## src/rtl/pgwalk_pkg.sv

```systemverilog
package pgwalk_pkg;

    typedef enum logic [1:0] {
        ST_IDLE     = 2'd0,
        ST_READ_PDE = 2'd1,
        ST_READ_PTE = 2'd2,
        ST_DONE     = 2'd3
    } walk_state_e;

endpackage

```

## src/rtl/pgwalk_fsm.sv

```systemverilog
module pgwalk_fsm
    import pgwalk_pkg::*;
(
    input  logic        clk,
    input  logic        rst_n,
    input  logic        req_valid,
    input  logic        pg_en,
    input  logic        mem_rd_valid,
    input  logic        entry_present,
    output walk_state_e state_o,
    output logic        accept_o,
    output logic        bypass_o,
    output logic        pde_hit_o,
    output logic        pde_miss_o,
    output logic        pte_hit_o,
    output logic        pte_miss_o,
    output logic        req_ready_o,
    output logic        mem_rd_req_o,
    output logic        done_o
);

    walk_state_e state_q;
    walk_state_e state_d;

    // Transition events
    assign accept_o   = (state_q == ST_IDLE) && req_valid;
    assign bypass_o   = accept_o && !pg_en;
    assign pde_hit_o  = (state_q == ST_READ_PDE) && mem_rd_valid &&  entry_present;
    assign pde_miss_o = (state_q == ST_READ_PDE) && mem_rd_valid && !entry_present;
    assign pte_hit_o  = (state_q == ST_READ_PTE) && mem_rd_valid &&  entry_present;
    assign pte_miss_o = (state_q == ST_READ_PTE) && mem_rd_valid && !entry_present;

    // State register
    always_ff @(posedge clk) begin
        if (!rst_n) begin
            state_q <= ST_IDLE;
        end else begin
            state_q <= state_d;
        end
    end

    // Next state
    always_comb begin
        state_d = state_q;
        unique case (state_q)
            ST_IDLE: begin
                if (accept_o) begin
                    state_d = pg_en ? ST_READ_PDE : ST_DONE;
                end
            end
            ST_READ_PDE: begin
                if (pde_hit_o) begin
                    state_d = ST_READ_PTE;
                end else if (pde_miss_o) begin
                    state_d = ST_DONE;
                end
            end
            ST_READ_PTE: begin
                if (mem_rd_valid) begin
                    state_d = ST_DONE;
                end
            end
            ST_DONE: begin
                state_d = ST_IDLE;
            end
            default: begin
                state_d = ST_IDLE;
            end
        endcase
    end

    // Outputs
    always_comb begin
        req_ready_o  = 1'b0;
        mem_rd_req_o = 1'b0;
        done_o       = 1'b0;
        unique case (state_q)
            ST_IDLE:     req_ready_o  = 1'b1;
            ST_READ_PDE: mem_rd_req_o = 1'b1;
            ST_READ_PTE: mem_rd_req_o = 1'b1;
            ST_DONE:     done_o       = 1'b1;
            default:     req_ready_o  = 1'b0;
        endcase
    end

    assign state_o = state_q;

endmodule

```

## src/rtl/pgwalk_capture.sv

```systemverilog
module pgwalk_capture #(
    parameter int AW    = 32,
    parameter int OFF_W = 12
) (
    input  logic                clk,
    input  logic                rst_n,
    input  logic                accept,
    input  logic [AW-1:0]       req_lin,
    input  logic [AW-1:0]       dir_base,
    output logic [AW-1:0]       lin_q,
    output logic [AW-OFF_W-1:0] base_frame_q
);

    logic unused_base_low;
    assign unused_base_low = ^dir_base[OFF_W-1:0];

    always_ff @(posedge clk) begin
        if (!rst_n) begin
            lin_q        <= '0;
            base_frame_q <= '0;
        end else if (accept) begin
            lin_q        <= req_lin;
            base_frame_q <= dir_base[AW-1:OFF_W];
        end
    end

endmodule

```

## src/rtl/pgwalk_addr_gen.sv

```systemverilog
module pgwalk_addr_gen
    import pgwalk_pkg::*;
#(
    parameter int IDX_W    = 10,
    parameter int ENT_LOG2 = 2,
    parameter int OFF_W    = IDX_W + ENT_LOG2,
    parameter int AW       = 2 * IDX_W + OFF_W
) (
    input  walk_state_e         state,
    input  logic [AW-1:0]       lin_q,
    input  logic [AW-OFF_W-1:0] base_frame,
    input  logic [AW-OFF_W-1:0] pde_frame,
    output logic [AW-1:0]       mem_rd_addr
);

    localparam int DIR_LSB = OFF_W + IDX_W;

    logic [IDX_W-1:0] dir_idx;
    logic [IDX_W-1:0] tbl_idx;

    assign dir_idx = lin_q[DIR_LSB +: IDX_W];
    assign tbl_idx = lin_q[OFF_W +: IDX_W];

    always_comb begin
        mem_rd_addr = '0;
        unique case (state)
            ST_READ_PDE: mem_rd_addr = {base_frame, dir_idx, {ENT_LOG2{1'b0}}};
            ST_READ_PTE: mem_rd_addr = {pde_frame, tbl_idx, {ENT_LOG2{1'b0}}};
            default:     mem_rd_addr = '0;
        endcase
    end

endmodule

```

## src/rtl/pgwalk_result.sv

```systemverilog
module pgwalk_result #(
    parameter int AW    = 32,
    parameter int OFF_W = 12
) (
    input  logic                clk,
    input  logic                rst_n,
    input  logic                bypass,
    input  logic                pde_hit,
    input  logic                pde_miss,
    input  logic                pte_hit,
    input  logic                pte_miss,
    input  logic [AW-1:0]       req_lin,
    input  logic [AW-1:0]       lin_q,
    input  logic [AW-1:0]       mem_rd_data,
    output logic [AW-OFF_W-1:0] pde_frame_o,
    output logic [AW-1:0]       res_phys_o,
    output logic                res_fault_o
);

    logic unused_entry_bits;
    assign unused_entry_bits = ^mem_rd_data[OFF_W-1:0];

    // Directory entry frame, kept for the second read
    always_ff @(posedge clk) begin
        if (!rst_n) begin
            pde_frame_o <= '0;
        end else if (pde_hit) begin
            pde_frame_o <= mem_rd_data[AW-1:OFF_W];
        end
    end

    // Final result of the walk
    always_ff @(posedge clk) begin
        if (!rst_n) begin
            res_phys_o  <= '0;
            res_fault_o <= 1'b0;
        end else if (bypass) begin
            res_phys_o  <= req_lin;
            res_fault_o <= 1'b0;
        end else if (pte_hit) begin
            res_phys_o  <= {mem_rd_data[AW-1:OFF_W], lin_q[OFF_W-1:0]};
            res_fault_o <= 1'b0;
        end else if (pde_miss || pte_miss) begin
            res_phys_o  <= '0;
            res_fault_o <= 1'b1;
        end
    end

endmodule

```

## src/rtl/pgwalk_top.sv

```systemverilog
module pgwalk_top
    import pgwalk_pkg::*;
#(
    parameter  int IDX_W    = 10,
    parameter  int ENT_LOG2 = 2,
    localparam int OFF_W    = IDX_W + ENT_LOG2,
    localparam int AW       = 2 * IDX_W + OFF_W
) (
    input  logic          clk,
    input  logic          rst_n,
    input  logic          pg_en,
    input  logic [AW-1:0] dir_base,
    input  logic          req_valid,
    output logic          req_ready,
    input  logic [AW-1:0] req_lin,
    output logic          mem_rd_req,
    output logic [AW-1:0] mem_rd_addr,
    input  logic          mem_rd_valid,
    input  logic [AW-1:0] mem_rd_data,
    output logic          done,
    output logic          fault,
    output logic [AW-1:0] phys_addr
);

    localparam int FRM_W = AW - OFF_W;

    walk_state_e      state;
    logic             accept;
    logic             bypass;
    logic             pde_hit;
    logic             pde_miss;
    logic             pte_hit;
    logic             pte_miss;
    logic [AW-1:0]    lin_q;
    logic [FRM_W-1:0] base_frame;
    logic [FRM_W-1:0] pde_frame;
    logic [AW-1:0]    res_phys;
    logic             res_fault;

    pgwalk_fsm u_fsm (
        .clk           (clk),
        .rst_n         (rst_n),
        .req_valid     (req_valid),
        .pg_en         (pg_en),
        .mem_rd_valid  (mem_rd_valid),
        .entry_present (mem_rd_data[0]),
        .state_o       (state),
        .accept_o      (accept),
        .bypass_o      (bypass),
        .pde_hit_o     (pde_hit),
        .pde_miss_o    (pde_miss),
        .pte_hit_o     (pte_hit),
        .pte_miss_o    (pte_miss),
        .req_ready_o   (req_ready),
        .mem_rd_req_o  (mem_rd_req),
        .done_o        (done)
    );

    pgwalk_capture #(.AW(AW), .OFF_W(OFF_W)) u_capture (
        .clk          (clk),
        .rst_n        (rst_n),
        .accept       (accept),
        .req_lin      (req_lin),
        .dir_base     (dir_base),
        .lin_q        (lin_q),
        .base_frame_q (base_frame)
    );

    pgwalk_addr_gen #(
        .IDX_W    (IDX_W),
        .ENT_LOG2 (ENT_LOG2),
        .OFF_W    (OFF_W),
        .AW       (AW)
    ) u_addr_gen (
        .state       (state),
        .lin_q       (lin_q),
        .base_frame  (base_frame),
        .pde_frame   (pde_frame),
        .mem_rd_addr (mem_rd_addr)
    );

    pgwalk_result #(.AW(AW), .OFF_W(OFF_W)) u_result (
        .clk         (clk),
        .rst_n       (rst_n),
        .bypass      (bypass),
        .pde_hit     (pde_hit),
        .pde_miss    (pde_miss),
        .pte_hit     (pte_hit),
        .pte_miss    (pte_miss),
        .req_lin     (req_lin),
        .lin_q       (lin_q),
        .mem_rd_data (mem_rd_data),
        .pde_frame_o (pde_frame),
        .res_phys_o  (res_phys),
        .res_fault_o (res_fault)
    );

    // Result is visible only in the done cycle
    assign phys_addr = done ? res_phys : '0;
    assign fault     = done & res_fault;

endmodule

```

## config.mk

```make
export PLATFORM = sky130hd
export DESIGN_NAME = pgwalk_top
export DESIGN_NICKNAME = d
export VERILOG_FILES = /design/src/rtl/pgwalk_pkg.sv /design/src/rtl/pgwalk_fsm.sv /design/src/rtl/pgwalk_capture.sv /design/src/rtl/pgwalk_addr_gen.sv /design/src/rtl/pgwalk_result.sv /design/src/rtl/pgwalk_top.sv
export SDC_FILE = /design/constraint.sdc
export NUM_CORES = 1
export LEC_CHECK = 0
export BUFFER_PORTS_ARGS = -buffer_cell sky130_fd_sc_hd__buf_2
export CORE_MARGIN = 1
export CORE_UTILIZATION = 46
export DETAILED_ROUTE_END_ITERATION = 16
export GPL_TIMING_DRIVEN = 0
export PLACE_DENSITY = 0.77
export SLEW_MARGIN = 20
export SYNTH_ARGS = -nofsm -noshare
export SYNTH_HDL_FRONTEND = slang
export SYNTH_SLANG_ARGS = --single-unit
export TNS_END_PERCENT = 1
```

## constraint.sdc

```tcl
create_clock -name clk -period 1.6 [get_ports clk]
set_input_delay 0.08 -clock clk [delete_from_list [all_inputs] [get_ports clk]]
set_output_delay 0.08 -clock clk [all_outputs]
set_load 0.01 [all_outputs]
```

Word level (Yosys, flattened, before mapping)

Cells that the tools add are included.

Flip-flop bits (word level): 107
Input port bits: 101
Output and inout bits: 68
Word-level logic and storage cells: 44

Equality and inequality tests: 6
Muxes and demuxes: 14
Bitwise gates (word level): 2
Reduce and logical (&&, ||, !) cells: 16

Operator list:

| cell                                                                    | number |
|---|---|
| 32-bit two-way mux                                                      | 4 |
| 32-bit one-hot mux with 2 select lines                                  | 1 |
| 2-bit two-way mux                                                       | 5 |
| 1-bit logical AND                                                       | 8 |
| 2-bit one-hot mux with 4 select lines                                   | 1 |
| 2-bit equality test, second input constant                              | 2 |
| 1-bit two-way mux                                                       | 3 |
| 3-bit by 2-bit inequality test with 1-bit output, second input constant | 1 |
| 3-bit AND reduction                                                     | 1 |
| 3-bit nonzero test                                                      | 1 |
| 3-bit OR reduction                                                      | 1 |
| 2-bit by 1-bit equality test with 1-bit output, second input constant   | 1 |
| 1-bit zero test                                                         | 2 |
| 2-bit zero test                                                         | 1 |
| 2-bit by 1-bit inequality test with 1-bit output, second input constant | 1 |
| 2-bit inequality test, second input constant                            | 1 |
| 2-bit OR reduction                                                      | 1 |
| 1-bit AND                                                               | 1 |
| 1-bit logical OR                                                        | 1 |
| 1-bit NOT                                                               | 1 |

Logic depth before layout (Yosys ltp)

Word-level depth: 7
Mapped depth: 8

Modules after synthesis

A second synthesis with hierarchy kept.

Cell total of the unflattened synthesis: 545
Area, all modules: 5181.2 sq um

By module, submodules not included:

| module          | instances | cells each | area an instance (sq um) | seq. area each (sq um) |
|---|---|---|---|---|
| pgwalk_result   | 1         | 236        | 2227.1                   | 1061.0 |
| pgwalk_capture  | 1         | 167        | 1991.9                   | 1041.0 |
| pgwalk_addr_gen | 1         | 76         | 449.2                    | 0.0 |
| pgwalk_top      | 1         | 36         | 262.8                    | 0.0 |
| pgwalk_fsm      | 1         | 30         | 250.2                    | 40.0 |

Worst setup path before layout

No wires, ideal clock.

Kind: reg-to-reg
Start point: reg u_fsm.state_q[0], in the netlist u_fsm.state_o[0]
End point: reg u_result.res_phys_o[24]
Data arrival time: 1.418 ns
Setup slack: 0.108 ns
Cell stages (with the launch flop): 8
Path buffers: 2
Period minus slack after synthesis: 1.492 ns
Cells stage by stage: dfxtp_1 > inv_1 > ha_1 > nand3b_1 > buf_4 > buf_2 > o2111ai_1 > a31oi_1

Cells in the longest elaborated chain, start to end: 5
Elaborated cells on any way between the ends: 14
Classes of those cells: eq/ne (2); mux (2); reduce/logical (10)

Ends and longest elaborated chain:

| element                                                                               | line                                                 | source |
|---|---|---|
| from (decl)                                                                           | pgwalk_fsm.sv:22                                     | `walk_state_e state_q;` |
| from (signal assigned)                                                                | pgwalk_fsm.sv:38                                     | `state_q <= state_d;` |
| 2-bit equality test or 2-bit by 1-bit equality test with 1-bit output (tied branches) | pgwalk_fsm.sv:30, pgwalk_fsm.sv:31, pgwalk_fsm.sv:29 |  |
| 1-bit logical AND, on equally long branches                                           | pgwalk_fsm.sv:30, pgwalk_fsm.sv:31, pgwalk_fsm.sv:29 |  |
| 1-bit logical AND, on equally long branches                                           | pgwalk_fsm.sv:30, pgwalk_fsm.sv:29, pgwalk_fsm.sv:31 |  |
| 32-bit two-way mux or 1-bit logical OR (tied branches)                                | pgwalk_result.sv:40, pgwalk_result.sv:43             |  |
| 32-bit two-way mux or 3-bit nonzero test (tied branches)                              | -                                                    |  |
| to (signal assigned)                                                                  | pgwalk_result.sv:38                                  | `res_phys_o <= req_lin;` |
| to (signal assigned)                                                                  | pgwalk_result.sv:41                                  | `res_phys_o <= {mem_rd_data[AW-1:OFF_W], lin_q[OFF_W-1:0]};` |
| to (decl)                                                                             | pgwalk_result.sv:16                                  | `output logic [AW-1:0] res_phys_o,` |

Several ways; a longest one is shown, not always the timed one.
A chain may end at the register's enable or synchronous reset.

Worst setup path in the final report

Start point: reg u_fsm.state_q[0], in the netlist u_fsm.state_o[0]
End point: out mem_rd_addr[28]

Cells in the longest elaborated chain, start to end: 2
Elaborated cells on any way between the ends: 3
Classes of those cells: eq/ne (2); mux (1)

Ends and longest elaborated chain:

| element                                                                               | line                  | source |
|---|---|---|
| 2-bit equality test or 2-bit by 1-bit equality test with 1-bit output (tied branches) | pgwalk_addr_gen.sv:26 | `unique case (state)` |
| 32-bit one-hot mux with 2 select lines *                                              | pgwalk_addr_gen.sv:26 |  |
| to (decl)                                                                             | pgwalk_top.sv:17      | `output logic [AW-1:0] mem_rd_addr,` |

Every way passes the cells marked *; elsewhere a longest branch is shown, timed or not.

==> results.json <==
{
  "worst_ep_required_time_ns": 1.52,
  "num_vias": 6041,
  "critPathMaxStageDelay_ns": 0.40,
  "status": "finished with violations",
  "placed_cell_area_um2": 5890,
  "area.growth.synth_to_final_pct": 49.2,
  "ios": 169,
  "max_freq_mhz": 549,
  "reg2reg_to": "u_result.res_phys_o[28]$_SDFFE_PN0P_",
  "rows": 37,
  "clock_skew_ns": 0.00945,
  "start_kind": "flop",
  "drive_gt1_frac": 0.317,
  "worst_slew_pin_slew_ns": 0.528,
  "synthTopCellsByCount": "nand2_1, dfxtp_1, a21oi_1",
  "yosysMostFrequentCell": "nand2_1",
  "power.internal_mw": 5.83,
  "path_cells": "inv_4 -> ha_4 -> buf_12 -> clkbuf_8 -> a22oi_2 -> nor2b_2 -> buf_2",
  "core_area_um2": 10400,
  "comb_power_share": 0.463,
  "drv_cap": 0,
  "firstDrtPassIters": 5,
  "synthesis.area_um2": 5000,
  "p_sw_mw": 3.61,
  "ff2ff_setup_slack_ns": -0.13,
  "clock_latency_ns": 0.39,
  "wire_per_inst_um": 19.0,
  "viasPerCell": 5.91,
  "cpMaxStageDelayCell": "dfxtp_4",
  "htree_num_levels": 3,
  "fin_ws_ns": -0.220,
  "first_global_vias": 5752,
  "sw_frac_of_total": 0.382,
  "reg2reg_depth": 8,
  "dieHeight_um": 106,
  "numPortBuffers": 143,
  "grt.total_usage": 0.333,
  "initial_core_util": 0.480,
  "avgSynthCellArea_um2": 7.77,
  "stdcell_count": 1022,
  "cts_tree": "done",
  "drt_iter0_drc": 683,
  "hp-class": "in -> reg",
  "cp-end-kind": "output port",
  "cts_root_buf": "clkbuf_8",
  "die_x_um": 106,
  "diodes": 0,
  "holdPathEnd": "u_fsm.state_o[1]$_SDFFE_PN0P_",
  "gp_congestion": 0.883,
  "worst-setup-path-type": "reg -> out",
  "antenna_left": 0,
  "fillerInstances": 751,
  "synth.area.top_cells": "dfxtp_1, nand2_1, a21oi_1",
  "slew_violations": 0,
  "hp-start": "pg_en",
  "grt_first_pass_wirelength_um": 28900,
  "reg2reg_from": "u_fsm.state_o[0]$_SDFFE_PN0P_",
  "layout.nets": 988,
  "fin_crit_sh": 1.14,
  "power_frac_clock": 0.183,
  "cts_max_path_buffers": 2,
  "clock-sinks": 107,
  "synth_edf_count": 0,
  "p_per_area_nw_per_um2": 1270,
  "setup-violations-final": 97,
  "ys_ff_latch": 107,
  "routed_wl_um": 19500,
  "async_reset_ff_frac": 0,
  "overflow": 0,
  "arrival_ns": 1.74,
  "min_path_cells": 4,
  "die_area_um2": 11300,
  "antenna_found_initial": 0,
  "rsz0062_at_grt": "yes",
  "hpwlAfterDp_um": 11800,
  "yosysSeqAreaShare": 0.429,
  "synth_flop_cell": "dfxtp_1",
  "post-place-cells": 923,
  "synth_top_area_cell": "dfxtp_1",
  "fin_crit_ns": 1.82,
  "synth_cells": 643,
  "final_design_area_no_fill_um2": 7450,
  "hold_violations": 0,
  "max-slew-margin-rel": 0.648,
  "failed_checks": "setup timing",
  "irDropWorstVdd_mv": 0.701,
  "synth_cell_types": 30,
  "pwr-share-seq": 0.355,
  "cts_buffers": 9,
  "drcViolationCount": 0,
  "cellLeakagePower_nw": 2.94,
  "crit_fanout": 8,
  "grt_max_degree": 17,
  "synth_top_cell_area_share": 0.429,
  "yosys_warnings": 0,
  "clkTransAtPathRegs_ns": 0.11,
  "tns_ns": -8.95
}
## sequential cells by signal, indices dropped and copies added (netlist names)
name	count
u_capture.lin_q	32
u_result.res_fault_o	1
u_capture.base_frame_q	20
u_result.pde_frame_o	20
u_fsm.state_o	2
u_result.res_phys_o	32
## metal layers
metal,vias up,track usage,share of wire
li1,2708,-,-
met1,2765,0.403,0.38
met2,458,0.553,0.47
met5,-,0,0
met4,0,0.191,0.053
met3,110,0.0632,0.094
## cell families (layout without fill, tap and decap cells)
family | Yosys count | count (layout) | synth area share
buf+inv | 70 | 312 | 0.0696
fa+ha+maj | 5 | 5 | 0.0125
compound gates | 174 | 174 | 0.227
simple gates | 286 | 286 | 0.261
other cells | 1 | 2 | 0.000751
flops | 107 | 107 | 0.429
## power groups by stage
| stage | registers (mW) | logic, mW | clock network [mW] |
|---|---|---|---|
| 3_3_place_gp | 3.30 | 2.76 | 0 |
| 2_1_floorplan | 3.25 | 2.01 | 0 |
| 5_1_grt | 3.38 | 4.63 | 1.82 |
| 3_5_place_dp | 3.31 | 2.87 | 0 |
| 4_1_cts | 3.31 | 3.78 | 1.69 |
| 6_report | 3.35 | 4.37 | 1.72 |
## per-stage QoR
step	power, mW	setup slack (ns)	utilization	hold slack [ns]
3_3_place_gp	6.06	-0.131	0.565	0.322
3_5_place_dp	6.18	-0.233	0.565	0.330
5_1_grt	9.83	-0.262	0.716	0.161
4_1_cts	8.79	-0.151	0.697	0.119
2_1_floorplan	5.26	0.108	-	0.197
6_report	9.44	-0.220	0.716	0.139
## cell usage in the layout (no fill, tap or decap), drive strengths merged, types with 3 or more instances in the layout
cell type | netlist | final
a21oi | 73 | 73
a22oi | 30 | 30
a31oi | 33 | 33
and2 | 34 | 34
buf | 41 | 191
clkbuf | 26 | 41
dfxtp | 107 | 107
dlygate4sd3 | 0 | 73
ha | 5 | 5
inv | 3 | 3
nand2 | 179 | 179
nand3 | 34 | 34
nor2b | 30 | 30
o2111ai | 32 | 32
## worst max-delay path by stage
stage / from / end / slack (ns) / cells past startpoint
global route: u_fsm.state_o[0]$_SDFFE_PN0P_ / mem_rd_addr[8] / -0.26 / 7
floorplan: u_fsm.state_o[0]$_SDFFE_PN0P_ / u_result.res_phys_o[24]$_SDFFE_PN0P_ / 0.11 / 7
finish: u_fsm.state_o[0]$_SDFFE_PN0P_ / mem_rd_addr[28] / -0.22 / 7
CTS: u_fsm.state_o[1]$_SDFFE_PN0P_ / mem_rd_addr[31] / -0.15 / 7
detailed placement: u_fsm.state_o[0]$_SDFFE_PN0P_ / u_capture.lin_q[17]$_SDFFE_PN0N_ / -0.23 / 6
global placement: u_fsm.state_o[0]$_SDFFE_PN0P_ / u_capture.lin_q[13]$_SDFFE_PN0N_ / -0.13 / 6
## critical path: cells and delay by family (launching register included)
| kind | cells | cell delay (ns) |
|---|---|---|
| flip-flops | 1 | 0.40 |
| buffers and inverters | 4 | 0.50 |
| AND/OR/NAND/NOR | 1 | 0.07 |
| AO/OA/AOI/OAI | 1 | 0.22 |
| adder cells (fa/ha/maj) | 1 | 0.16 |
## repair_timing
item	in CTS	in global routing
setup endpoints to repair	160	157
hold buffers	73	0
setup buffers	4	2
hold endpoints to repair	104	0
gates resized for setup	96	55
gates cloned	3	2
pin swaps	26	25
## layout make-up
type	count	area, um2	share of cell area
multi-input combinational	467	2760	0.370
sequential	107	2150	0.288
timing repair buffer	227	1600	0.215
buffer	67	567	0.0760
tap	136	170	0.0228
clock buffer	11	141	0.0190
clock inverter	4	51.3	0.00688
inverter	3	18.8	0.00252
Power figures use the tool's default switching activity.
